===== config.mk =====
export PLATFORM = sky130hd
export DESIGN_NAME = hs_mailbox
export DESIGN_NICKNAME = d
export VERILOG_FILES = /design/src/rtl/hs_mbx_pkg.sv /design/src/rtl/hs_mbx_host_port.sv /design/src/rtl/hs_mbx_slave_port.sv /design/src/rtl/hs_mbx_core.sv /design/src/rtl/hs_mailbox.sv
export SDC_FILE = /design/constraint.sdc
export NUM_CORES = 1
export LEC_CHECK = 0
export BUFFER_PORTS_ARGS = -buffer_cell sky130_fd_sc_hd__buf_2
export CORE_ASPECT_RATIO = 1.4
export CORE_MARGIN = 2
export CORE_UTILIZATION = 44
export DETAILED_ROUTE_END_ITERATION = 6
export PLACE_DENSITY = 0.84
export SLEW_MARGIN = 10
export SYNTH_ARGS = -nofsm -noshare
export SYNTH_HDL_FRONTEND = slang
export SYNTH_SLANG_ARGS = --single-unit

===== constraint.sdc =====
create_clock -name clk -period 1.1 [get_ports clk]
set_clock_uncertainty 0.15 [all_clocks]
set_input_delay 0.22 -clock clk [delete_from_list [all_inputs] [get_ports clk]]
set_output_delay 0.22 -clock clk [all_outputs]
set_load 0.005 [all_outputs]

===== src/rtl/hs_mbx_pkg.sv =====
package hs_mbx_pkg;
    localparam int BYTE_W    = 8;
    localparam int OBF_POS   = 0;
    localparam int IBF_POS   = 1;
    localparam int USR_POS   = 2;
    localparam int CD_POS    = 3;
    localparam logic [BYTE_W-1:0] USR_MASK = 8'hF4;

    typedef enum logic [1:0] {
        SLV_DATA   = 2'd0,
        SLV_STATUS = 2'd1,
        SLV_CTRL   = 2'd2,
        SLV_OUTRB  = 2'd3
    } slv_reg_e;

    typedef struct packed {
        logic              in_wr;
        logic              out_rd;
        logic              cd;
        logic [BYTE_W-1:0] wdata;
    } host_evt_t;

    typedef struct packed {
        logic              in_rd;
        logic              out_wr;
        logic              sts_wr;
        logic              ctl_wr;
        logic [BYTE_W-1:0] wdata;
    } slv_evt_t;

    typedef struct packed {
        logic [BYTE_W-1:0] in_byte;
        logic [BYTE_W-1:0] out_byte;
        logic [BYTE_W-1:0] usr;
        logic              cd;
        logic              ibf;
        logic              obf;
        logic              ie;
    } mbx_regs_t;
endpackage


===== src/rtl/hs_mbx_host_port.sv =====
module hs_mbx_host_port
    import hs_mbx_pkg::*;
(
    input  logic              host_cs,
    input  logic              host_wr,
    input  logic              host_rd,
    input  logic              host_sel,
    input  logic [BYTE_W-1:0] host_wdata,
    input  logic [BYTE_W-1:0] status,
    input  logic [BYTE_W-1:0] out_byte,
    output host_evt_t         evt,
    output logic [BYTE_W-1:0] host_rdata
);
    always_comb begin
        evt.in_wr  = host_cs & host_wr;
        evt.out_rd = host_cs & host_rd & ~host_sel;
        evt.cd     = host_sel;
        evt.wdata  = host_wdata;
        host_rdata = host_sel ? status : out_byte;
    end
endmodule


===== src/rtl/hs_mbx_slave_port.sv =====
module hs_mbx_slave_port
    import hs_mbx_pkg::*;
(
    input  logic              slv_we,
    input  logic              slv_re,
    input  logic [1:0]        slv_addr,
    input  logic [BYTE_W-1:0] slv_wdata,
    input  mbx_regs_t         regs,
    input  logic [BYTE_W-1:0] status,
    output slv_evt_t          evt,
    output logic [BYTE_W-1:0] slv_rdata
);
    slv_reg_e sel;

    always_comb begin
        sel        = slv_reg_e'(slv_addr);
        evt.in_rd  = slv_re & (sel == SLV_DATA);
        evt.out_wr = slv_we & (sel == SLV_DATA);
        evt.sts_wr = slv_we & (sel == SLV_STATUS);
        evt.ctl_wr = slv_we & (sel == SLV_CTRL);
        evt.wdata  = slv_wdata;
        unique case (sel)
            SLV_DATA:   slv_rdata = regs.in_byte;
            SLV_STATUS: slv_rdata = status;
            SLV_CTRL:   slv_rdata = {{(BYTE_W-1){1'b0}}, regs.ie};
            default:    slv_rdata = regs.out_byte;
        endcase
    end
endmodule


===== src/rtl/hs_mbx_core.sv =====
module hs_mbx_core
    import hs_mbx_pkg::*;
(
    input  logic              clk,
    input  logic              rst_n,
    input  host_evt_t         hevt,
    input  slv_evt_t          sevt,
    output mbx_regs_t         regs,
    output logic [BYTE_W-1:0] status
);
    mbx_regs_t r_d, r_q;

    always_comb begin
        r_d = r_q;
        if (hevt.in_wr) begin
            r_d.in_byte = hevt.wdata;
            r_d.cd      = hevt.cd;
        end
        if (sevt.out_wr) r_d.out_byte = sevt.wdata;
        if (sevt.sts_wr) r_d.usr      = sevt.wdata & USR_MASK;
        if (sevt.ctl_wr) r_d.ie       = sevt.wdata[0];
        // clear first, then set, so a colliding set prevails
        if (sevt.in_rd) r_d.ibf = 1'b0;
        if (hevt.in_wr) r_d.ibf = 1'b1;
        if (hevt.out_rd || (sevt.sts_wr && !sevt.wdata[OBF_POS])) r_d.obf = 1'b0;
        if (sevt.out_wr) r_d.obf = 1'b1;
    end

    always_ff @(posedge clk) begin
        if (!rst_n) r_q <= '0;
        else        r_q <= r_d;
    end

    always_comb begin
        regs            = r_q;
        status          = r_q.usr & USR_MASK;
        status[CD_POS]  = r_q.cd;
        status[IBF_POS] = r_q.ibf;
        status[OBF_POS] = r_q.obf;
    end
endmodule


===== src/rtl/hs_mailbox.sv =====
module hs_mailbox
    import hs_mbx_pkg::*;
(
    input  logic        clk,
    input  logic        rst_n,
    input  logic        host_cs,
    input  logic        host_wr,
    input  logic        host_rd,
    input  logic        host_sel,
    input  logic [7:0]  host_wdata,
    output logic [7:0]  host_rdata,
    input  logic        slv_we,
    input  logic        slv_re,
    input  logic [1:0]  slv_addr,
    input  logic [7:0]  slv_wdata,
    output logic [7:0]  slv_rdata,
    output logic        slv_irq
);
    host_evt_t         hevt;
    slv_evt_t          sevt;
    mbx_regs_t         regs;
    logic [BYTE_W-1:0] sts;

    hs_mbx_host_port u_host (
        .host_cs    (host_cs),
        .host_wr    (host_wr),
        .host_rd    (host_rd),
        .host_sel   (host_sel),
        .host_wdata (host_wdata),
        .status     (sts),
        .out_byte   (regs.out_byte),
        .evt        (hevt),
        .host_rdata (host_rdata)
    );

    hs_mbx_slave_port u_slave (
        .slv_we    (slv_we),
        .slv_re    (slv_re),
        .slv_addr  (slv_addr),
        .slv_wdata (slv_wdata),
        .regs      (regs),
        .status    (sts),
        .evt       (sevt),
        .slv_rdata (slv_rdata)
    );

    hs_mbx_core u_core (
        .clk    (clk),
        .rst_n  (rst_n),
        .hevt   (hevt),
        .sevt   (sevt),
        .regs   (regs),
        .status (sts)
    );

    assign slv_irq = regs.ibf & regs.ie;
endmodule


==> results by group, run 1 <==
Yosys
  • Syn Area/Cell: 10.40 um^2
  • Mapped Nets: 150
  • Post-synthesis instance total: 124
  • Area of the mapped netlist: 1290 um^2
  • Distinct cells, synth: 19
  • Largest area contributor in the netlist: dfxtp_1
  • Sequential fraction of the synthesis area: 38.80%
  • Main area contributors after synthesis: dfxtp_1 (39%), mux2i_1 (11%), mux2_4 (8.1%)
  • FF+latch count, synth: 25
  • Number of synthesis warnings: 0
  • Area fraction of the dominant cell type after synthesis: 38.80%

GRT
  • Largest net degree at the start of global routing: 19
  • Vias in the first global route: 1262
  • GRT Residual Overflow: 0
  • First-pass GRT wire length: 5878 um
  • Antenna violations before repair: 0
  • GRT Total Usage: 23.49%

Placed design
  • HPWL after detailed placement: 2540 um
  • IO buf count: 42
  • Post-place setup slack: -0.3988 ns
  • Final Wtd Congestion: 0.8185

Clocking
  • Skew-Pair Late Insertion Delay: 0.27 ns
  • Hold_buf cts: 0
  • CTS root buf: clkbuf_8
  • CTS Buf Count: 3
  • Max clock buf depth: 2
  • H-Tree Depth: 1
  • Clk slew on worst S/H paths: 0.09 ns
  • Clock Sinks: 25
  • CTS tree: done

Outcome
  • Failing checks: setup timing
  • Outcome: finished, violations left

Route
  • Routed WL: 3951 um
  • Vias per cell: 5.387
  • DRC: 0
  • DRT Pass-1 Iters: 5
  • Via count: 1239
  • Antenna Violating Nets Remaining: 0
  • WL/cell: 17.18 um
  • Iteration-0 DRC Markers: 34

STA
  • Final Hold Viols: 0
  • Period minus WS final: 1.569 ns
  • RSZ-0062 raised after global routing: true
  • Peak Freq: 0.6374 GHz
  • Max Slew Vio Count: 0
  • Max-slew headroom: 73.22%
  • Slew @ Worst Pin: 0.4017 ns
  • Crit share post-route: 142.6%
  • Setup-failing EPs final: 17
  • Setup WS post-layout: -0.4688 ns

Layout
  • Share of cells above drive strength 1: 57.51%
  • Ant diodes: 0
  • Area grow syn2layout: 50.73%
  • Max reg flops: 25
  • Nets: 220

Worst setup path
  • CP max stage delay: 0.45 ns
  • R2R Setup Slk: 0.01 ns
  • Critical path arrival: 1.20 ns
  • Crit path cell chain: mux4_2, buf_2
  • CP Max Fanout: 2
  • Slowest CP cell: mux4_2
  • Critical setup path kind: reg -> out
  • WP data required: 0.73 ns
  • CP Capture Type: output pin
  • Critical path launch point type: register

Floorplan
  • Die Ht: 68.07 um
  • Core ar.: 2820 um^2
  • # rows: 23
  • DIE WIDTH: 49.76 um
  • Die area: 3387 um^2
  • Starting density of the core: 45.74%
  • IO Pins: 43

Power
  • Total Power: 1.927 mW
  • Power Density: 991.0 nW/um^2
  • Worst ir drop on vdd: 732.6 uV
  • Lkg Pwr: 0.9201 nW

Job
  • Max Cap Viol: 0

Worst hold path
  • Worst min-delay path category: in -> reg
[where the power goes]
part / switching [mW] / internal [mW] / total [mW]
sequential: 0.0278 / 0.945 / 0.973
clock: 0.296 / 0.260 / 0.556
combinational: 0.167 / 0.231 / 0.398
total: 0.491 / 1.44 / 1.93
[worst paths after layout]
check | startpoint | end | cells past startpoint
worst min-delay path | host_wdata[6] | u_core.regs[26]$_SDFFE_PN0P_ | 3
worst min register to register | u_core.regs[20]$_SDFFE_PN0P_ | u_core.regs[20]$_SDFFE_PN0P_ | 2
worst max register to register | u_core.regs[9]$_SDFFE_PN0P_ | u_core.regs[9]$_SDFFE_PN0P_ | 4
worst max-delay path | u_core.regs[12]$_SDFFE_PN0P_ | slv_rdata[0] | 2
[timing repair]
action	CTS	global route
setup buffers	3	3
pin swaps	1	1
endpoints found under the setup margin	19	25
resized for setup	38	15
[worst max-delay path: cells and delay by family, from the launching register on]
kind,cells,cell delay (ns)
flops,1,0.34
buf+inv,1,0.14
mux,1,0.45
[layout make-up]
class	instances	area [um^2]
Fill cell	197	875.8
Timing Repair Buffer	72	554.3
Tap cell	37	46.29
Multi-Input combinational cell	92	779.5
Clock buffer	4	45.04
Sequential cell	25	519.2
[cells in the mapped netlist]
cell type and number:
clkbuf_1 2, o21a_1 1, mux4_2 1, nor2_4 1, dfxtp_1 25, a21boi_0 10, nand3b_2 1, buf_6 3
nor3b_2 1, mux2i_1 14, mux2_4 7, nand2_1 21, nand3b_1 1, nor2b_1 14, buf_2 2, o21ai_0 3
mux2_2 8, and2_1 2, a22o_1 7
[placed cells by master (no fill, tap or decap)]
cell and count:
mux2i_1 14, clkbuf_8 3, mux4_2 1, nor2_4 1, and2_4 1, and2_1 1, buf_2 32, buf_4 16
nor2b_1 14, dfxtp_2 15, a21boi_0 9, a21boi_2 1, nand3b_1 1, nor3b_2 1, a22o_1 7, buf_8 1
nand2_1 21, mux2_2 1, nand3b_4 1, mux2_4 14, dfxtp_1 10, clkbuf_1 1, buf_6 23, o21a_1 1
o21ai_0 3
[logic make-up (layout without fill, tap and decap cells)]
logic type	after synthesis	in the layout	synth area share (%)
AOI/OAI and AO/OA	21	21	12.32
DFF	25	25	38.80
and+or+nand+nor	41	41	17.17
muxes	30	30	27.74
buffers and inverters	7	76	3.977
[per-layer routing]
layer / track usage [%] / vias up / part of all wire, %
li1: - / 571 / -
met1: 22.43 / 588 / 36
met2: 45.50 / 64 / 55
met3: 5.895 / 16 / 5.4
met4: 13.19 / 0 / 3.0
met5: 0 / - / 0
[per-stage QoR]
step                      cells  hold slack [ns]  area, um^2  TNS [ns]  utilization [%]
final                       230          0.04240        1944    -6.778            68.94
after global routing        230          0.06763        1944    -7.201            68.94
after CTS                   227          0.04204        1872    -6.614            66.37
after detailed placement    221           0.3121        1683    -9.599            59.67
after global placement      221           0.3035        1683    -8.081            59.67
after floorplan             124           0.2149        1310   -0.6690                -
Power figures use the tool's default switching activity.
==> run 2, diff against run 1 <==
ABC_AREA = 1   (was default)
CORE_UTILIZATION = 43   (was 44)
RECOVER_POWER = 50   (was default)
SLEW_MARGIN = default   (was 10)
==> run 2 against run 1 <==
Global-route usage fell by 3.1 points. Largest power group unchanged. Sequential cell count did not move. Sequential power rose by 2.3%. The run still ends with setup timing left. Maximum frequency rose by 13%.
==> results by group, run 2 <==
Yosys
  • FF+latch count, synth: 25 (unchanged)
  • Mapped Nets: 194 (+29%)
  • Main area contributors after synthesis: dfxtp_1 (43%), o21ai_0 (13%), nand2_1 (10%)
  • Syn Area/Cell: 6.882 um^2 (-34%)
  • Ys async rst share: 0% (unchanged)
  • Area of the mapped netlist: 1156 um^2 (-10%)
  • Area fraction of the dominant cell type after synthesis: 43.29% (+4.5 points)
  • Top cells by count, synth: nand2_1 (32), nor2_1 (30), o21ai_0 (30), dfxtp_1 (25), inv_1 (18)
  • Post-synthesis instance total: 168 (+35%)
  • Most frequent cell after synthesis: nand2_1
  • Post-synth EDFFs: 0 (unchanged)
  • Number of synthesis warnings: 0 (unchanged)
  • Sequential fraction of the synthesis area: 43.29% (+4.5 points)
  • Distinct cells, synth: 19 (unchanged)
  • Synth Flop Type: dfxtp_1
  • Largest area contributor in the netlist: dfxtp_1

Placed design
  • IO buf count: 42 (unchanged)
  • Final Wtd Congestion: 0.8635 (+5.5%)
  • HPWL after detailed placement: 1983 um (-22%)
  • Cells after DPL: 244 (+10%)

Clocking
  • CTS tree: done
  • Max clock buf depth: 2 (unchanged)
  • CTS Buf Count: 3 (unchanged)
  • CTS root buf: clkbuf_4
  • H-Tree Depth: 1 (unchanged)
  • Clk slew on worst S/H paths: 0.13 ns (+0.04 ns)
  • Skew-Pair Late Insertion Delay: 0.31 ns (+0.04 ns)
  • Clock Sinks: 25 (unchanged)

Floorplan
  • # rows: 22 (-4.3%)
  • Core ar.: 2587 um^2 (-8.3%)
  • IO Pins: 43 (unchanged)
  • Die Ht: 65.35 um (-4.0%)
  • Die area: 3125 um^2 (-7.7%)
  • Starting density of the core: 44.68% (-1.1 points)
  • DIE WIDTH: 47.82 um (-3.9%)

STA
  • RSZ-0062 raised after global routing: true
  • Final Hold Viols: 0 (unchanged)
  • Max-slew headroom: 75.13% (+1.9 points)
  • Peak Freq: 0.7181 GHz (+13%)
  • Final hold slack: 0.01125 ns (-0.03116 ns)
  • Crit share post-route: 126.6% (-16 points)
  • Max Slew Vio Count: 0 (unchanged)
  • Setup WS post-layout: -0.2926 ns (+0.1761 ns)
  • Slew @ Worst Pin: 0.3731 ns (-0.02858 ns)
  • Period minus WS final: 1.393 ns (-0.1761 ns)
  • TNS Setup: -4.050 ns (+2.728 ns)
  • Setup-failing EPs final: 17 (unchanged)

Worst setup path
  • CP Max Fanout: 3 (+1)
  • WP data required: 0.73 ns (about the same)
  • Critical setup path kind: reg -> out
  • Critical path launch point type: register
  • CP max stage delay: 0.35 ns (-0.10 ns)
  • Crit path cell chain: inv_2, o211ai_1, buf_2
  • Family with the most delay on the worst path: flip-flops
  • Critical path arrival: 1.02 ns (-0.18 ns)
  • Slowest CP cell: dfxtp_2
  • CP Capture Type: output pin
  • Buffers and inverters on the worst path: 2 (+1)

Power
  • Clock power frac: 23.3% (-5.5 points)
  • Power Density: 1065 nW/um^2 (+7.5%)
  • Worst ir drop on vdd: 823.3 uV (+12%)
  • Switch share: 27.27% (+1.8 points)
  • Lkg Pwr: 0.7485 nW (-19%)
  • Sequential power share: 57.2% (+6.7 points)
  • Switching pwr: 0.4748 mW (-3.2%)
  • Cell Int Power: 1.267 mW (-12%)
  • Comb power frac: 19.6% (-1.1 points)

Layout
  • Most frequent cells in the layout: buf_2 (41), nor2_1 (30), nand2_1 (29)
  • Nets: 255 (+16%)
  • Ant diodes: 0 (unchanged)
  • Sequential cell area: 524.3 um^2 (+0.96%)
  • Area grow syn2layout: 41.45%
  • Final Util: 63.20% (-5.7 points)
  • Most common cell after layout, fill and taps aside: buf_2
  • Area of the multi-input gates: 568.0 um^2 (-27%)
  • Non-filler cells, final: 264 (+15%)
  • Filler cell count in the final layout: 272 (+38%)
  • Share of cells above drive strength 1: 39.91% (-18 points)
  • Max reg flops: 25 (unchanged)

GRT
  • GRT Total Usage: 20.42% (-3.1 points)
  • First-pass GRT wire length: 4678 um (-20%)
  • Largest net degree at the start of global routing: 25 (+6)
  • Antenna violations before repair: 0 (unchanged)
  • Vias in the first global route: 1173 (-7.1%)
  • GRT Residual Overflow: 0 (unchanged)

Route
  • DRT Pass-1 Iters: 4 (-1)
  • Iteration-0 DRC Markers: 31 (-8.8%)
  • Via count: 1285 (+3.7%)
  • Antenna Violating Nets Remaining: 0 (unchanged)
  • Vias per cell: 4.867 (-9.6%)
  • WL/cell: 11.23 um (-35%)
  • Routed WL: 2964 um (-25%)
  • DRC: 0 (unchanged)

Outcome
  • Outcome: finished, violations left
  • Failing checks: setup timing

Job
  • Max Cap Viol: 0 (unchanged)

Worst hold path
  • Worst min-delay path category: in -> reg
==> run 2: cell families after synthesis <==
logic type | count (synthesis) | share of synthesized area, %
buffers and inverters | 25 | 8.873
and+or+nand+nor | 68 | 24.03
AOI/OAI and AO/OA | 50 | 23.81
DFF | 25 | 43.29
==> run 2: routing by layer <==
layer | GRT usage, % | vias up | share of wire [%]
met5 | 0 | - | 0
met3 | 0.8242 | 2 | 2.8
met2 | 37.33 | 29 | 55
met4 | 8.108 | 0 | 1.0
met1 | 23.10 | 586 | 41
li1 | - | 668 | -
==> run 2: what timing repair did <==
action | CTS | global route
endpoints found under the setup margin | 17 | 17
hold endpoints to repair | 9 | 2
setup buffers | 3 | 2
hold buffers | 9 | 2
pin swaps | 5 | 3
resized for setup | 35 | 9
==> run 2: worst reg2reg max path, delay by kind of cell, from the launching register on <==
kind	cells	cell delay (ns)
flip-flops	1	0.35
AO/OA/AOI/OAI	1	0.11
buffers and inverters	3	0.28
==> run 2: path summary, 6_finish.rpt <==
kind / from / depth (start not counted) / slack [ns] / endpoint
worst max-delay path: u_core.regs[16]$_SDFFE_PN0P_ / 3 / -0.29 / slv_rdata[4]
worst min-delay path: host_wdata[2] / 3 / 0.01 / u_core.regs[22]$_SDFFE_PN0P_
worst max register to register: u_core.regs[18]$_SDFFE_PN0P_ / 4 / 0.14 / u_core.regs[18]$_SDFFE_PN0P_
worst min register to register: u_core.regs[17]$_SDFFE_PN0P_ / 2 / 0.32 / u_core.regs[17]$_SDFFE_PN0P_
==> run 2: power groups by stage <==
stage / Sequential, mW / Combinational [mW] / Clock, mW
floorplan: 0.998 / 0.159 / 0
global placement: 1.00 / 0.285 / 0
detailed placement: 1.00 / 0.289 / 0
CTS: 0.992 / 0.331 / 0.413
global route: 1.00 / 0.384 / 0.462
finish: 0.995 / 0.341 / 0.405
==> run 2: cell type report <==
type | instances | share of cell area [%]
Clock buffer | 3 | 1.377
Inverter | 19 | 4.361
Clock inverter | 1 | 0.3060
Timing Repair Buffer | 62 | 24.41
Multi-Input combinational cell | 118 | 34.74
Sequential cell | 25 | 32.06
Tap cell | 36 | 2.754
==> run 2: through the flow <==
step | cell area [um^2] | setup slack (ns) | power [mW]
after global routing | 1635 | -0.3575 | 1.848
final | 1635 | -0.2926 | 1.741
after global placement | 1423 | -0.2818 | 1.288
after CTS | 1594 | -0.3143 | 1.736
after floorplan | 1159 | 0.003957 | 1.157
after detailed placement | 1423 | -0.3066 | 1.293
==> run 3, diff against run 2 <==
BUFFER_PORTS_ARGS = -buffer_cell sky130_fd_sc_hd__buf_4   (was -buffer_cell sky130_fd_sc_hd__buf_2)
==> run 3 against run 2 <==
Setup slack lost 0.052 ns. The run ends with hold timing, setup timing left. Register-to-register slack improved by 0.03 ns. Die area unchanged. Largest cell class unchanged. Via count up 0.86%. Clock power rose by 4%. Final area grew 7.3%. Count of clock-buffer cells in the layout is the same. Power increased by 4.2%. Critical endpoint is now slv_rdata[3].
==> results by group, run 3 (synthesized netlist as in run 2, its figures left out) <==
Outcome
  • Outcome: finished, violations left
  • Failing checks: hold timing, setup timing

Layout
  • Sequential cell area: 520.5 um^2 (-0.72%)
  • Ant diodes: 0 (unchanged)
  • Area of the multi-input gates: 571.8 um^2 (+0.66%)
  • Max reg flops: 25 (unchanged)
  • Filler cell count in the final layout: 253 (-7.0%)
  • Area grow syn2layout: 51.73%
  • Share of cells above drive strength 1: 38.79% (-1.1 points)
  • Nets: 259 (+1.6%)
  • Most common cell after layout, fill and taps aside: buf_4
  • Most frequent cells in the layout: buf_4 (49), nor2_1 (30), nand2_1 (29)

Clocking
  • CTS root buf: clkbuf_4
  • CTS tree: done
  • Clock Sinks: 25 (unchanged)
  • H-Tree Depth: 1 (unchanged)
  • Max clock buf depth: 2 (unchanged)
  • Clk slew on worst S/H paths: 0.14 ns (about the same)
  • Skew-Pair Late Insertion Delay: 0.32 ns (about the same)
  • CTS Buf Count: 3 (unchanged)

Floorplan
  • Die area: 3125 um^2 (unchanged)
  • Die Ht: 65.35 um (unchanged)
  • DIE WIDTH: 47.82 um (unchanged)
  • IO Pins: 43 (unchanged)
  • Starting density of the core: 44.68% (unchanged)
  • Core ar.: 2587 um^2 (unchanged)
  • # rows: 22 (unchanged)

STA
  • Max-slew headroom: 80.81% (+5.7 points)
  • Setup WS post-layout: -0.3450 ns (-0.05232 ns)
  • Final hold slack: -0.01095 ns (-0.02220 ns)
  • RSZ-0062 raised after global routing: true
  • Final Hold Viols: 1 (+1)
  • Slew @ Worst Pin: 0.2872 ns (-0.08596 ns)
  • Setup-failing EPs final: 17 (unchanged)
  • Max Slew Vio Count: 0 (unchanged)
  • Crit share post-route: 131.4% (+4.8 points)
  • Period minus WS final: 1.445 ns (+0.05232 ns)
  • Peak Freq: 0.6921 GHz (-3.6%)

Power
  • Power Density: 1034 nW/um^2 (-2.9%)
  • Worst ir drop on vdd: 865.4 uV (+5.1%)
  • Total Power: 1.814 mW (+4.2%)
  • Lkg Pwr: 0.7813 nW (+4.4%)

Worst setup path
  • WP data required: 0.73 ns (about the same)
  • CP Max Fanout: 3 (unchanged)
  • CP Capture Type: output pin
  • Critical path launch point type: register
  • Critical path arrival: 1.07 ns (+0.05 ns)
  • Critical setup path kind: reg -> out

Route
  • Vias per cell: 4.836 (-0.65%)
  • Routed WL: 3247 um (+9.5%)
  • DRT Pass-1 Iters: 4 (unchanged)
  • Via count: 1296 (+0.86%)
  • Iteration-0 DRC Markers: 43 (+39%)
  • Antenna Violating Nets Remaining: 0 (unchanged)
  • DRC: 0 (unchanged)
  • WL/cell: 12.12 um (+7.9%)

GRT
  • Vias in the first global route: 1245 (+6.1%)
  • Antenna violations before repair: 0 (unchanged)
  • First-pass GRT wire length: 5202 um (+11%)
  • Largest net degree at the start of global routing: 25 (unchanged)
  • GRT Total Usage: 22.93% (+2.5 points)
  • GRT Residual Overflow: 0 (unchanged)

Placed design
  • HPWL after detailed placement: 2137 um (+7.8%)
  • Post-place setup slack: -0.2680 ns (+0.03854 ns)
  • Final Wtd Congestion: 0.8090 (-6.3%)
  • IO buf count: 42 (unchanged)

Job
  • Max Cap Viol: 0 (unchanged)

Worst hold path
  • Worst min-delay path category: in -> reg
## run 3: final timing paths
kind                                                    from                            to  slack (ns)  cells past startpoint
worst max-delay path            u_core.regs[15]$_SDFFE_PN0P_                  slv_rdata[3]       -0.34                      3
worst min-delay path                           host_wdata[3]  u_core.regs[23]$_SDFFE_PN0P_       -0.01                      3
worst max register to register  u_core.regs[17]$_SDFFE_PN0P_  u_core.regs[17]$_SDFFE_PN0P_        0.17                      4
worst min register to register  u_core.regs[19]$_SDFFE_PN0P_  u_core.regs[19]$_SDFFE_PN0P_        0.31                      2
## run 3: area by class of cell
type	count	share of cell area (%)
Inverter	19	4.066
Sequential cell	25	29.67
Clock buffer	3	1.284
Clock inverter	1	0.2853
Tap cell	36	2.568
Multi-Input combinational cell	118	32.60
Timing Repair Buffer	66	29.53
## run 3: routing by layer
| metal | GRT usage (%) | part of all wire [%] |
|---|---|---|
| met3 | 3.571 | 3.7 |
| met2 | 38.50 | 52 |
| met1 | 26.59 | 41 |
| met5 | 0 | 0 |
| met4 | 11.49 | 2.7 |
## run 3: critical path, stage by stage (launching register included)
cell	delay, ns
dfxtp_2	0.35
inv_2	0.04
o211ai_1	0.21
buf_4	0.16
## run 3: stage by stage
stage	setup TNS [ns]	std cells	area (um^2)	utilization, %
after global routing	-5.367	268	1754	67.80
after floorplan	0	168	1159	-
after global placement	-4.150	245	1523	58.85
after detailed placement	-4.555	245	1523	58.85
after CTS	-4.340	265	1730	66.88
final	-4.554	268	1754	67.80
## run 3: what timing repair did
action | in CTS | in global routing
setup endpoints to repair | 17 | 18
resized for setup | 35 | 6
endpoints found under the hold margin | 12 | 0
setup buffers | 4 | 3
pin swaps | 9 | 2
hold buffers | 12 | 0
## run 3: power by group
group | switching, mW | total, mW | internal, mW
combinational | 0.184 | 0.394 | 0.210
clock | 0.285 | 0.422 | 0.137
sequential | 0.0340 | 0.998 | 0.964
total | 0.504 | 1.81 | 1.31
